==> config.mk <==
export PLATFORM = sky130hd
export DESIGN_NAME = split_ibuf
export DESIGN_NICKNAME = d
export VERILOG_FILES = /design/src/rtl/ibuf_pkg.sv /design/src/rtl/ibuf_slot.sv /design/src/rtl/ibuf_half_tag.sv /design/src/rtl/ibuf_inflight.sv /design/src/rtl/split_ibuf.sv
export SDC_FILE = /design/constraint.sdc
export NUM_CORES = 1
export LEC_CHECK = 0
export ABC_AREA = 1
export BUFFER_PORTS_ARGS = -buffer_cell sky130_fd_sc_hd__buf_2
export CORE_MARGIN = 5
export CORE_UTILIZATION = 49
export DETAILED_ROUTE_END_ITERATION = 16
export GPL_ROUTABILITY_DRIVEN = 0
export GPL_TIMING_DRIVEN = 0
export PLACE_DENSITY_LB_ADDON = 0.12
export SYNTH_ARGS = -nofsm -noshare
export SYNTH_HDL_FRONTEND = slang
export SYNTH_SLANG_ARGS = --single-unit
==> constraint.sdc <==
create_clock -name clk -period 2.55 [get_ports clk]
set_input_delay 0.255 -clock clk [delete_from_list [all_inputs] [get_ports clk]]
set_output_delay 0.255 -clock clk [all_outputs]
set_load 0.05 [all_outputs]
==> src/rtl/ibuf_pkg.sv <==
package ibuf_pkg;

  // Next issue position inside one half.
  function automatic int unsigned ptr_advance(input int unsigned p,
                                              input int unsigned half_sz);
    return (p + 1) % half_sz;
  endfunction

  // Counter update clamped to [0, maxv].
  function automatic int unsigned sat_step(input int unsigned cur,
                                           input int unsigned inc,
                                           input int unsigned dec,
                                           input int unsigned maxv);
    int unsigned up;
    up = cur + inc;
    if (up < dec) return 0;
    if (up - dec > maxv) return maxv;
    return up - dec;
  endfunction

endpackage

==> src/rtl/ibuf_slot.sv <==
module ibuf_slot #(
  parameter int INSN_W = 32,
  parameter int SID_W  = 4,
  parameter int MASK_W = 32
) (
  input  logic              clk,
  input  logic              rst_n,
  input  logic              wr_en,
  input  logic [INSN_W-1:0] wr_insn,
  input  logic [SID_W-1:0]  wr_sid,
  input  logic [MASK_W-1:0] wr_mask,
  input  logic              drop,
  input  logic              scrub,
  output logic              vld,
  output logic [INSN_W-1:0] insn,
  output logic [SID_W-1:0]  sid,
  output logic [MASK_W-1:0] mask
);
  localparam logic [SID_W-1:0] SID_NONE = '1;

  always_ff @(posedge clk or negedge rst_n) begin
    if (!rst_n) begin
      vld  <= 1'b0;
      insn <= '0;
      sid  <= SID_NONE;
      mask <= '0;
    end else if (wr_en) begin
      vld  <= 1'b1;
      insn <= wr_insn;
      sid  <= wr_sid;
      mask <= wr_mask;
    end else if (scrub) begin
      vld <= 1'b0;
      sid <= SID_NONE;
    end else if (drop) begin
      vld <= 1'b0;
    end
  end

  AST_FILL_WINS: assert property (@(posedge clk) disable iff (!rst_n)
    wr_en |=> vld && insn == $past(wr_insn) && sid == $past(wr_sid));
  AST_SCRUB_NONE: assert property (@(posedge clk) disable iff (!rst_n)
    (scrub && !wr_en) |=> !vld && sid == SID_NONE);
  AST_DROP_KEEPS: assert property (@(posedge clk) disable iff (!rst_n)
    (drop && !scrub && !wr_en) |=> !vld && $stable(insn) && $stable(sid));
endmodule

==> src/rtl/ibuf_half_tag.sv <==
module ibuf_half_tag #(
  parameter int SID_W  = 4,
  parameter int MASK_W = 32
) (
  input  logic              clk,
  input  logic              rst_n,
  input  logic              bind_en,
  input  logic [SID_W-1:0]  bind_sid,
  input  logic [MASK_W-1:0] bind_mask,
  input  logic              unbind,
  output logic              bound,
  output logic [SID_W-1:0]  sid,
  output logic [MASK_W-1:0] mask
);
  localparam logic [SID_W-1:0] SID_NONE = '1;

  always_ff @(posedge clk or negedge rst_n) begin
    if (!rst_n) begin
      bound <= 1'b0;
      sid   <= SID_NONE;
      mask  <= '0;
    end else if (bind_en) begin
      bound <= 1'b1;
      sid   <= bind_sid;
      mask  <= bind_mask;
    end else if (unbind) begin
      bound <= 1'b0;
      sid   <= SID_NONE;
      mask  <= '0;
    end
  end

  AST_BIND_HOLD: assert property (@(posedge clk) disable iff (!rst_n)
    (bound && !bind_en && !unbind) |=> bound && $stable(sid) && $stable(mask));
  AST_UNBIND_CLEARS: assert property (@(posedge clk) disable iff (!rst_n)
    (unbind && !bind_en) |=> !bound);
endmodule

==> src/rtl/ibuf_inflight.sv <==
module ibuf_inflight #(
  parameter int CNT_W = 6,
  parameter int DEC_W = 3
) (
  input  logic             clk,
  input  logic             rst_n,
  input  logic             inc,
  input  logic [DEC_W-1:0] dec,
  output logic [CNT_W-1:0] cnt
);
  localparam logic [CNT_W-1:0] CNT_MAX = '1;

  always_ff @(posedge clk or negedge rst_n) begin
    if (!rst_n) cnt <= '0;
    else cnt <= CNT_W'(ibuf_pkg::sat_step(32'(cnt), 32'(inc), 32'(dec),
                                          32'(CNT_MAX)));
  end

  AST_NO_OVERFLOW: assert property (@(posedge clk) disable iff (!rst_n)
    (cnt == CNT_MAX && inc && dec == '0) |=> cnt == CNT_MAX);
  AST_NO_UNDERFLOW: assert property (@(posedge clk) disable iff (!rst_n)
    (cnt == '0 && !inc) |=> cnt == '0);
  AST_COUNT_UP: assert property (@(posedge clk) disable iff (!rst_n)
    (cnt != CNT_MAX && inc && dec == '0) |=> cnt == CNT_W'($past(cnt) + 1'b1));
endmodule

==> src/rtl/split_ibuf.sv <==
module split_ibuf #(
  parameter int INSN_W     = 32,
  parameter int SID_W      = 4,
  parameter int MASK_W     = 32,
  parameter int HALF_SLOTS = 2,
  parameter int HALVES     = 2,
  parameter int CNT_W      = 6,
  localparam int SLOTS  = HALF_SLOTS * HALVES,
  localparam int SLOT_W = $clog2(SLOTS),
  localparam int PTR_W  = (HALF_SLOTS > 1) ? $clog2(HALF_SLOTS) : 1,
  localparam int HSEL_W = (HALVES > 1) ? $clog2(HALVES) : 1
) (
  input  logic                     clk,
  input  logic                     rst_n,
  input  logic                     fill_en,
  input  logic [SLOT_W-1:0]        fill_slot,
  input  logic [INSN_W-1:0]        fill_insn,
  input  logic                     fill_has_split,
  input  logic [SID_W-1:0]         fill_split_id,
  input  logic [MASK_W-1:0]        fill_mask,
  input  logic                     iss_step,
  input  logic                     iss_free,
  output logic [PTR_W-1:0]         iss_ptr,
  output logic                     iss_valid,
  output logic [INSN_W-1:0]        iss_insn,
  output logic [SID_W-1:0]         iss_split_id,
  output logic [MASK_W-1:0]        iss_mask,
  input  logic [PTR_W-1:0]         sec_rd_slot,
  output logic                     sec_valid,
  output logic [INSN_W-1:0]        sec_insn,
  output logic [SID_W-1:0]         sec_split_id,
  output logic [MASK_W-1:0]        sec_mask,
  input  logic                     sec_free_en,
  input  logic [PTR_W-1:0]         sec_free_slot,
  input  logic                     flush_half_en,
  input  logic [HSEL_W-1:0]        flush_half_sel,
  input  logic                     flush_all,
  input  logic                     assign_en,
  input  logic [HSEL_W-1:0]        assign_half,
  input  logic [SID_W-1:0]         assign_split_id,
  input  logic [MASK_W-1:0]        assign_mask,
  output logic [HALVES-1:0]        half_empty,
  output logic                     any_half_empty,
  output logic [HALVES-1:0]        half_assigned,
  output logic [HALVES*SID_W-1:0]  half_split_id,
  output logic [HALVES*MASK_W-1:0] half_mask,
  output logic [CNT_W-1:0]         inflight
);
  localparam int DEC_W = $clog2(SLOTS + 1);
  localparam logic [SID_W-1:0] SID_NONE = '1;

  // Named internal events
  logic [SLOTS-1:0]  slot_vld;
  logic [INSN_W-1:0] slot_insn [SLOTS];
  logic [SID_W-1:0]  slot_sid  [SLOTS];
  logic [MASK_W-1:0] slot_mask [SLOTS];
  logic [SLOTS-1:0]  flush_vec;
  logic [DEC_W-1:0]  flush_drop_cnt;
  logic [SID_W-1:0]  fill_sid_eff;
  logic [MASK_W-1:0] fill_mask_eff;
  logic              fill_primary;
  logic [HSEL_W-1:0] fill_half;
  logic [PTR_W-1:0]  ptr_q;

  assign fill_sid_eff  = fill_has_split ? fill_split_id : SID_NONE;
  assign fill_mask_eff = fill_has_split ? fill_mask : '0;
  assign fill_primary  = fill_en && (fill_slot < SLOT_W'(HALF_SLOTS));
  assign fill_half     = HSEL_W'(fill_slot >> PTR_W);

  for (genvar s = 0; s < SLOTS; s++) begin : g_slot
    localparam int H = s / HALF_SLOTS;
    logic wr_hit, drop_hit;
    assign wr_hit = fill_en && fill_slot == SLOT_W'(s);
    assign flush_vec[s] = flush_all || (flush_half_en && flush_half_sel == HSEL_W'(H));
    if (H == 0) begin : g_pri
      assign drop_hit = iss_free && ptr_q == PTR_W'(s);
    end else if (H == 1) begin : g_sec
      assign drop_hit = sec_free_en && sec_free_slot == PTR_W'(s - HALF_SLOTS);
    end else begin : g_other
      assign drop_hit = 1'b0;
    end
    ibuf_slot #(.INSN_W(INSN_W), .SID_W(SID_W), .MASK_W(MASK_W)) u_slot (
      .clk(clk), .rst_n(rst_n),
      .wr_en(wr_hit), .wr_insn(fill_insn), .wr_sid(fill_sid_eff),
      .wr_mask(fill_mask_eff), .drop(drop_hit), .scrub(flush_vec[s]),
      .vld(slot_vld[s]), .insn(slot_insn[s]), .sid(slot_sid[s]),
      .mask(slot_mask[s])
    );
  end

  for (genvar h = 0; h < HALVES; h++) begin : g_half
    assign half_empty[h] = ~|slot_vld[h*HALF_SLOTS +: HALF_SLOTS];
    ibuf_half_tag #(.SID_W(SID_W), .MASK_W(MASK_W)) u_tag (
      .clk(clk), .rst_n(rst_n),
      .bind_en(assign_en && assign_half == HSEL_W'(h)),
      .bind_sid(assign_split_id), .bind_mask(assign_mask),
      .unbind(flush_all || (flush_half_en && flush_half_sel == HSEL_W'(h))),
      .bound(half_assigned[h]),
      .sid(half_split_id[h*SID_W +: SID_W]),
      .mask(half_mask[h*MASK_W +: MASK_W])
    );
  end
  assign any_half_empty = |half_empty;

  always_comb begin
    flush_drop_cnt = '0;
    for (int i = 0; i < SLOTS; i++)
      flush_drop_cnt += DEC_W'(slot_vld[i] & flush_vec[i]);
  end

  ibuf_inflight #(.CNT_W(CNT_W), .DEC_W(DEC_W)) u_cnt (
    .clk(clk), .rst_n(rst_n), .inc(fill_en), .dec(flush_drop_cnt),
    .cnt(inflight)
  );

  always_ff @(posedge clk or negedge rst_n) begin
    if (!rst_n)            ptr_q <= '0;
    else if (fill_primary) ptr_q <= '0;
    else if (iss_step)     ptr_q <= PTR_W'(ibuf_pkg::ptr_advance(32'(ptr_q), HALF_SLOTS));
  end
  assign iss_ptr = ptr_q;

  logic [SLOT_W-1:0] iss_idx, sec_idx;
  assign iss_idx = SLOT_W'(ptr_q);
  assign sec_idx = SLOT_W'(HALF_SLOTS) + SLOT_W'(sec_rd_slot);

  assign iss_valid    = slot_vld[iss_idx];
  assign iss_insn     = slot_insn[iss_idx];
  assign iss_split_id = slot_sid[iss_idx];
  assign iss_mask     = slot_mask[iss_idx];
  assign sec_valid    = slot_vld[sec_idx];
  assign sec_insn     = slot_insn[sec_idx];
  assign sec_split_id = slot_sid[sec_idx];
  assign sec_mask     = slot_mask[sec_idx];

  AST_PRI_FILL_PTR: assert property (@(posedge clk) disable iff (!rst_n)
    fill_primary |=> iss_ptr == '0);
  AST_SEC_FILL_PTR: assert property (@(posedge clk) disable iff (!rst_n)
    (fill_en && !fill_primary && !iss_step) |=> $stable(iss_ptr));
  AST_FILL_NOT_EMPTY: assert property (@(posedge clk) disable iff (!rst_n)
    fill_en |=> !half_empty[$past(fill_half)]);
  AST_FLUSH_EMPTY: assert property (@(posedge clk) disable iff (!rst_n)
    (flush_half_en && !(fill_en && fill_half == flush_half_sel))
      |=> half_empty[$past(flush_half_sel)]);
  AST_FLUSH_ALL_EMPTY: assert property (@(posedge clk) disable iff (!rst_n)
    (flush_all && !fill_en) |=> &half_empty);
endmodule

After elaboration in Yosys (flattened, before gate mapping)
Index checks and enable logic that the tools add are counted.
{"block": "word_totals", "ff_bits": 357, "in_bits": 120, "output_inout_bits": 222, "word_cells": 143}
{"block": "op_classes", "n_addsub": 7, "bitwise": 10, "eq_ne": 3, "reduce_logical": 32, "muxes": 60, "magnitude_cmp": 7}
{"op": "$mux 32", "n": 13}
{"op": "$bmux 32 s2", "n": 4}
{"op": "$mux 4", "n": 13}
{"op": "$gt 32x6->1 const B", "n": 1}
{"op": "$lt 32x3->1", "n": 1}
{"op": "$mux 1", "n": 24}
{"op": "$mux 6", "n": 3}
{"op": "$bmux 4 s2", "n": 2}
{"op": "$reduce_bool 2->1", "n": 7}
{"op": "$logic_and 1x1->1", "n": 13}
{"op": "$reduce_bool 3->1", "n": 4}
{"op": "$sub 7x3->8", "n": 1}
{"op": "$add 6x1->7", "n": 1}
{"op": "$ge 3x3->1 const B", "n": 2}
{"op": "$reduce_or 2->1", "n": 3}
{"op": "$and 1x1->1", "n": 4}
{"op": "$eq 2x2->1 const B", "n": 2}
{"op": "$not 1->1", "n": 4}
{"op": "$add 2x1->3", "n": 1}
{"op": "$add 3x1->3", "n": 1}
{"op": "$lt 1x3->1 const B", "n": 1}
{"op": "$lt 2x3->1 const B", "n": 1}
{"op": "$not 1->3", "n": 1}
{"op": "$not 2->3", "n": 1}
{"op": "other kinds (9)", "n": 11}

Longest topological paths before layout
{"block": "depth", "word_depth": 13, "ltp_mapped": 20, "depth_no_buf": 20}

Cells and area by module
Synthesis repeated with hierarchy kept, for this count alone.
{"block": "unflattened", "cells_unflattened": 2174, "hier_area_um2": 16674.7}
{"mod": "ibuf_slot", "seq_area_each_um2": 1731.7, "area_per_inst_um2": 2671.3, "instances": 4, "cells_per_inst": 303}
{"mod": "ibuf_half_tag", "seq_area_each_um2": 930.9, "area_per_inst_um2": 1473.9, "instances": 2, "cells_per_inst": 166}
{"mod": "split_ibuf", "seq_area_each_um2": 25.0, "area_per_inst_um2": 2454.9, "instances": 1, "cells_per_inst": 563}
{"mod": "ibuf_inflight", "seq_area_each_um2": 150.1, "area_per_inst_um2": 586.8, "instances": 1, "cells_per_inst": 67}

Worst setup path before layout
Ideal clock, no wire load.
{"block": "synth_path", "kind": "input-to-reg", "start": "input port flush_half_sel", "end": "register u_cnt.cnt[0]", "setup_ns": 0.115, "stages": 16, "slack_ns": -0.279, "t_arrival_ns": 2.714, "required_ns": 2.435, "path_buffers": 0, "cell_sequence": "inv_1 -> a21oi_2 -> clkinv_1 -> nand2_1 -> fa_1 -> inv_1 -> ha_1 -> ha_1 -> inv_1 -> fa_1 -> a21oi_1 -> nand4_1 -> nand2_1 -> nand3_1 -> nand2_1 -> inv_1"}
{"block": "synth_via", "elab_chain_cells": 13, "elab_cells_between_ends": 21, "classes_between": "add/sub (4); order compare (2); mux (6); bitwise (5); reduce/logical (4)"}
{"item": "start: declaration", "line": "split_ibuf.sv:36", "source": "input logic [HSEL_W-1:0] flush_half_sel,"}
{"item": "$not 1->1", "line": "split_ibuf.sv:74", "source": "assign flush_vec[s] = flush_all || (flush_half_en && flush_half_sel == HSEL_W'(H));"}
{"item": "$logic_and 1x1->1", "line": "split_ibuf.sv:74"}
{"item": "$logic_or 1x1->1", "line": "split_ibuf.sv:74"}
{"item": "$and 1x1->1", "line": "split_ibuf.sv:108", "source": "flush_drop_cnt += DEC_W'(slot_vld[i] & flush_vec[i]);"}
{"item": "$add 1x1->2", "line": "split_ibuf.sv:108"}
{"item": "$add 2x1->3", "line": "split_ibuf.sv:108"}
{"item": "$add 3x1->3 (*)", "line": "split_ibuf.sv:108"}
{"item": "$sub 7x3->8", "line": "ibuf_pkg.sv:17", "source": "if (up - dec > maxv) return maxv;"}
{"item": "$gt 32x6->1", "line": "ibuf_pkg.sv:17"}
{"item": "$mux 1 (2 in series)", "line": "ibuf_pkg.sv:17"}
{"item": "$mux 6", "line": "ibuf_pkg.sv:18", "source": "return up - dec;"}
{"item": "$mux 6 (*)", "line": "ibuf_pkg.sv:17"}
{"item": "end signal: assignment", "line": "ibuf_inflight.sv:15", "source": "else cnt <= CNT_W'(ibuf_pkg::sat_step(32'(cnt), 32'(inc), 32'(dec),"}
{"item": "end: declaration", "line": "ibuf_inflight.sv:9", "source": "output logic [CNT_W-1:0] cnt"}
Mark *: on every way between the ends. The rest lies on a longest branch, timed or not. The select of a mux whose other input is x is not followed.
A chain may end at the register's enable or synchronous reset.

Final worst setup path
{"block": "layout_path", "start": "register g_slot[1].u_slot.vld", "end": "register u_cnt.cnt[2]"}
{"block": "layout_via", "elab_chain_cells": 10, "elab_cells_between_ends": 13, "classes_between": "add/sub (4); order compare (2); mux (6); bitwise (1)"}
{"item": "start: declaration", "line": "ibuf_slot.sv:14", "source": "output logic vld,"}
{"item": "start signal: assignment", "line": "ibuf_slot.sv:23", "source": "vld <= 1'b0;"}
{"item": "start signal: assignment", "line": "ibuf_slot.sv:28", "source": "vld <= 1'b1;"}
{"item": "start signal: assignment", "line": "ibuf_slot.sv:33", "source": "vld <= 1'b0;"}
{"item": "$and 1x1->1 (*)", "line": "split_ibuf.sv:108"}
{"item": "$add 1x1->2 (*)", "line": "split_ibuf.sv:108"}
{"item": "$add 2x1->3 (*)", "line": "split_ibuf.sv:108"}
{"item": "$add 3x1->3 (*)", "line": "split_ibuf.sv:108"}
{"item": "$sub 7x3->8", "line": "ibuf_pkg.sv:17"}
{"item": "$gt 32x6->1", "line": "ibuf_pkg.sv:17"}
{"item": "$mux 1 (2 in series)", "line": "ibuf_pkg.sv:17"}
{"item": "$mux 6", "line": "ibuf_pkg.sv:18"}
{"item": "$mux 6 (*)", "line": "ibuf_pkg.sv:17"}
Marks and branches as above.

==> results.json <==
{
  "hold_path.class": "primary input to flip-flop",
  "ys_top_cells_by_count": "534 x nand2_1, 421 x o21ai_0, 333 x dfrtp_1",
  "fin_ws_ns": -0.131,
  "cts_htree_levels": 2,
  "boundaryPins": 342,
  "synth_warnings": 0,
  "synth_area_leader_cell": "dfrtp_1",
  "dp_hpwl_um": 34600,
  "regToRegSetupSlack_ns": -0.13,
  "synth_area_per_cell_sq_um": 8.40,
  "endpoint_kind": "flip-flop",
  "maxSlewViolCount": 0,
  "dp.cells": 2577,
  "die_height_um": 187,
  "synth_area_sq_mm": 0.0154,
  "start_util_pct": 49.2,
  "skew_ns": 0.0146,
  "max_slew_margin_pct": 56.0,
  "path_max_fanout": 4,
  "first_pass_iters": 5,
  "synth_nets": 1962,
  "antenna_found_initial": 3,
  "core_area_sq_mm": 0.0313,
  "ys_types": 29,
  "failed_checks": "setup timing",
  "layout-drive-gt1-share_pct": 22.7,
  "grt_max_degree": 105,
  "final_cells": 2710,
  "ys_seq_elements": 357,
  "cts_buffers": 40,
  "drt_iter0_drc": 907,
  "drcViolationCount": 0,
  "finalCritPeriodShare_pct": 105,
  "cp_data_required_time_ns": 2.96,
  "clock-sinks": 357,
  "synth_top_area_share_pct": 54.1,
  "overflow": 0,
  "yosys.cell_count.top_type": "nand2_1",
  "fin_crit_ns": 2.68,
  "ys.flop_type": "dfrtp_1",
  "min-delay-start": "fill_insn[9]",
  "die_x_um": 187,
  "start_kind": "flip-flop",
  "route.vias.total": 13983,
  "grt_setup_unrepaired": "true",
  "fill_cells": 2735,
  "syn_inst": 1833,
  "root_buffer": "clkbuf_16",
  "cts_tree": "done",
  "port-buffer-count": 339,
  "worstHoldEndpoint": "g_slot[2].u_slot.insn[9]",
  "clock_latency_ns": 0.53,
  "total_power_w": 0.0175,
  "fin_nets": 2407,
  "grt_pass1_wl_um": 78000,
  "grtUsageTotal_pct": 27.4,
  "crit_type": "flip-flop to flip-flop",
  "regArea_sq_mm": 0.00897,
  "tightest_slew_ns": 0.659,
  "seq_area_frac_synth_pct": 58.2,
  "avgRoutedWirePerCell_um": 17.9,
  "area_delta_synth_final_pct": 28.5,
  "clkTransAtPathRegs_ns": 0.06,
  "p_leak_nw": 10.3,
  "drtAntennaViolNets": 0,
  "setup_viol": 6,
  "crit_start": "g_slot[1].u_slot.vld",
  "cp.arrival_ns": 3.09,
  "via_per_inst": 5.16,
  "max_freq_ghz": 0.373,
  "r2r_end": "u_cnt.cnt[2]",
  "p_per_area_mw_per_mm2": 886,
  "wl_um": 48600,
  "finalHoldViolCount": 0,
  "ir_drop_v": 0.000559,
  "cts_buffer_depth": 3,
  "multi_input_area_sq_mm": 0.00505,
  "first_global_vias": 14348,
  "worstReg2RegStart": "g_slot[1].u_slot.vld",
  "worst-r2r-cell-count": 13,
  "fp.dieArea_sq_mm": 0.0351,
  "rows": 65,
  "async_flop_share_pct": 100,
  "synth_edf_count": 0,
  "drv_cap": 0,
  "status": "finished, violations left",
  "min_delay_path_depth": 3,
  "synth.area.top_cells": "dfrtp_1 54%, o21ai_0 14%, nand2_1 13%, inv_1 6.6%, dfstp_2 4.1%"
}
## per-stage QoR
stage               instance area [sq um]  TNS [ns]  setup WS [ns]  hold slack (ns)  util, %
floorplan                           15500  -0.00642       -0.00190          -0.0406        -
detailed placement                  17800     -3.35         -0.398            0.234     56.8
global route                        19800     -1.68         -0.292           0.0151     63.2
finish                              19800    -0.730         -0.131          0.00962     63.2
global placement                    17700  -1989.00          -5.74            0.443     56.5
CTS                                 19700    -0.591         -0.104         0.000300     63.0
## power by group
part           internal (W)  leakage, nW  switching (W)
Combinational       0.00126         5.11        0.00369
Clock               0.00352        0.660        0.00227
Sequential          0.00643         4.51       0.000361
## registers in the layout, indices dropped and copies added, names as in the netlist
| signal | cells |
|---|---|
| g_half.u_tag.mask | 64 |
| u_cnt.cnt | 6 |
| iss_ptr | 1 |
| g_slot.u_slot.sid | 16 |
| g_half.u_tag.bound | 2 |
| g_slot.u_slot.insn | 128 |
| g_slot.u_slot.mask | 128 |
| g_slot.u_slot.vld | 4 |
| g_half.u_tag.sid | 8 |
## cell families (layout without fill, tap and decap cells)
group,count (synthesis),count (layout),synth area share [%]
adders and majority gates,9,9,0.829
AOI/OAI and AO/OA,491,491,16.2
other,0,2,0
xor gates and xnor gates,2,2,0.114
DFF,357,357,58.2
buffers and inverters,382,855,9.76
and+or+nand+nor,592,592,14.9
## timing repair
item | in CTS | in global routing
setup buffers | 2 | 5
pin swaps | 7 | 4
hold buffers | 54 | 0
resized for setup | 23 | 9
gates cloned | 0 | 0
endpoints found under the hold margin | 153 | 0
endpoints found under the setup margin | 75 | 16
## how the worst max path moves through the flow
stage,end,slack [ns],depth (start not counted)
6_report,u_cnt.cnt[2],-0.13,13
5_1_grt,u_cnt.cnt[2],-0.29,13
4_1_cts,u_cnt.cnt[2],-0.10,16
3_5_place_dp,u_cnt.cnt[3],-0.40,18
3_3_place_gp,g_half[0].u_tag.mask[19],-5.74,1
2_1_floorplan,u_cnt.cnt[5],-0.002,17
## placed cells by master (no fill, tap or decap), types with 4 or more instances in the layout
cell type,n
nand2_1,529
o21ai_0,415
buf_2,376
dfrtp_1,331
inv_1,264
clkbuf_1,57
dlygate4sd3_1,54
o21ai_1,47
clkbuf_16,41
nor2_1,24
dfstp_2,24
nand3_1,12
buf_4,11
inv_2,9
nor3_1,9
a21oi_1,9
clkbuf_8,9
a31oi_1,8
o22a_1,8
clkbuf_2,6
clkinv_2,6
nand4_1,5
clkbuf_4,5
ha_1,4
## final cells by class
| class | instances | area share [%] |
|---|---|---|
| antenna | 2 | 0.0253 |
| buffer | 106 | 2.45 |
| clock buffer | 58 | 5.96 |
| clock inverter | 12 | 0.752 |
| inverter | 276 | 5.27 |
| multi-input combinational | 1094 | 25.5 |
| sequential | 357 | 45.3 |
| tap | 402 | 2.54 |
| timing repair buffer | 403 | 12.2 |
## layer usage
metal / global-route usage, % / part of all wire (%) / up-vias
met3: 5.88 / 7.7 / 90
met5: 0 / 0.027 / -
li1: - / - / 6634
met4: 7.96 / 2.8 / 2
met2: 44.7 / 48 / 539
met1: 37.3 / 42 / 6718
## worst max-delay path: stages (launching register included)
cell     delay (ns)
dfrtp_1        0.41
nand2_1        0.09
fa_1           0.49
inv_2          0.05
ha_4           0.27
ha_4           0.13
inv_2          0.04
fa_2           0.39
buf_4          0.16
buf_4          0.13
xnor2_1        0.21
nand3_2        0.10
nand2_2        0.07
inv_2          0.04
(Power assumes the default switching activity.)
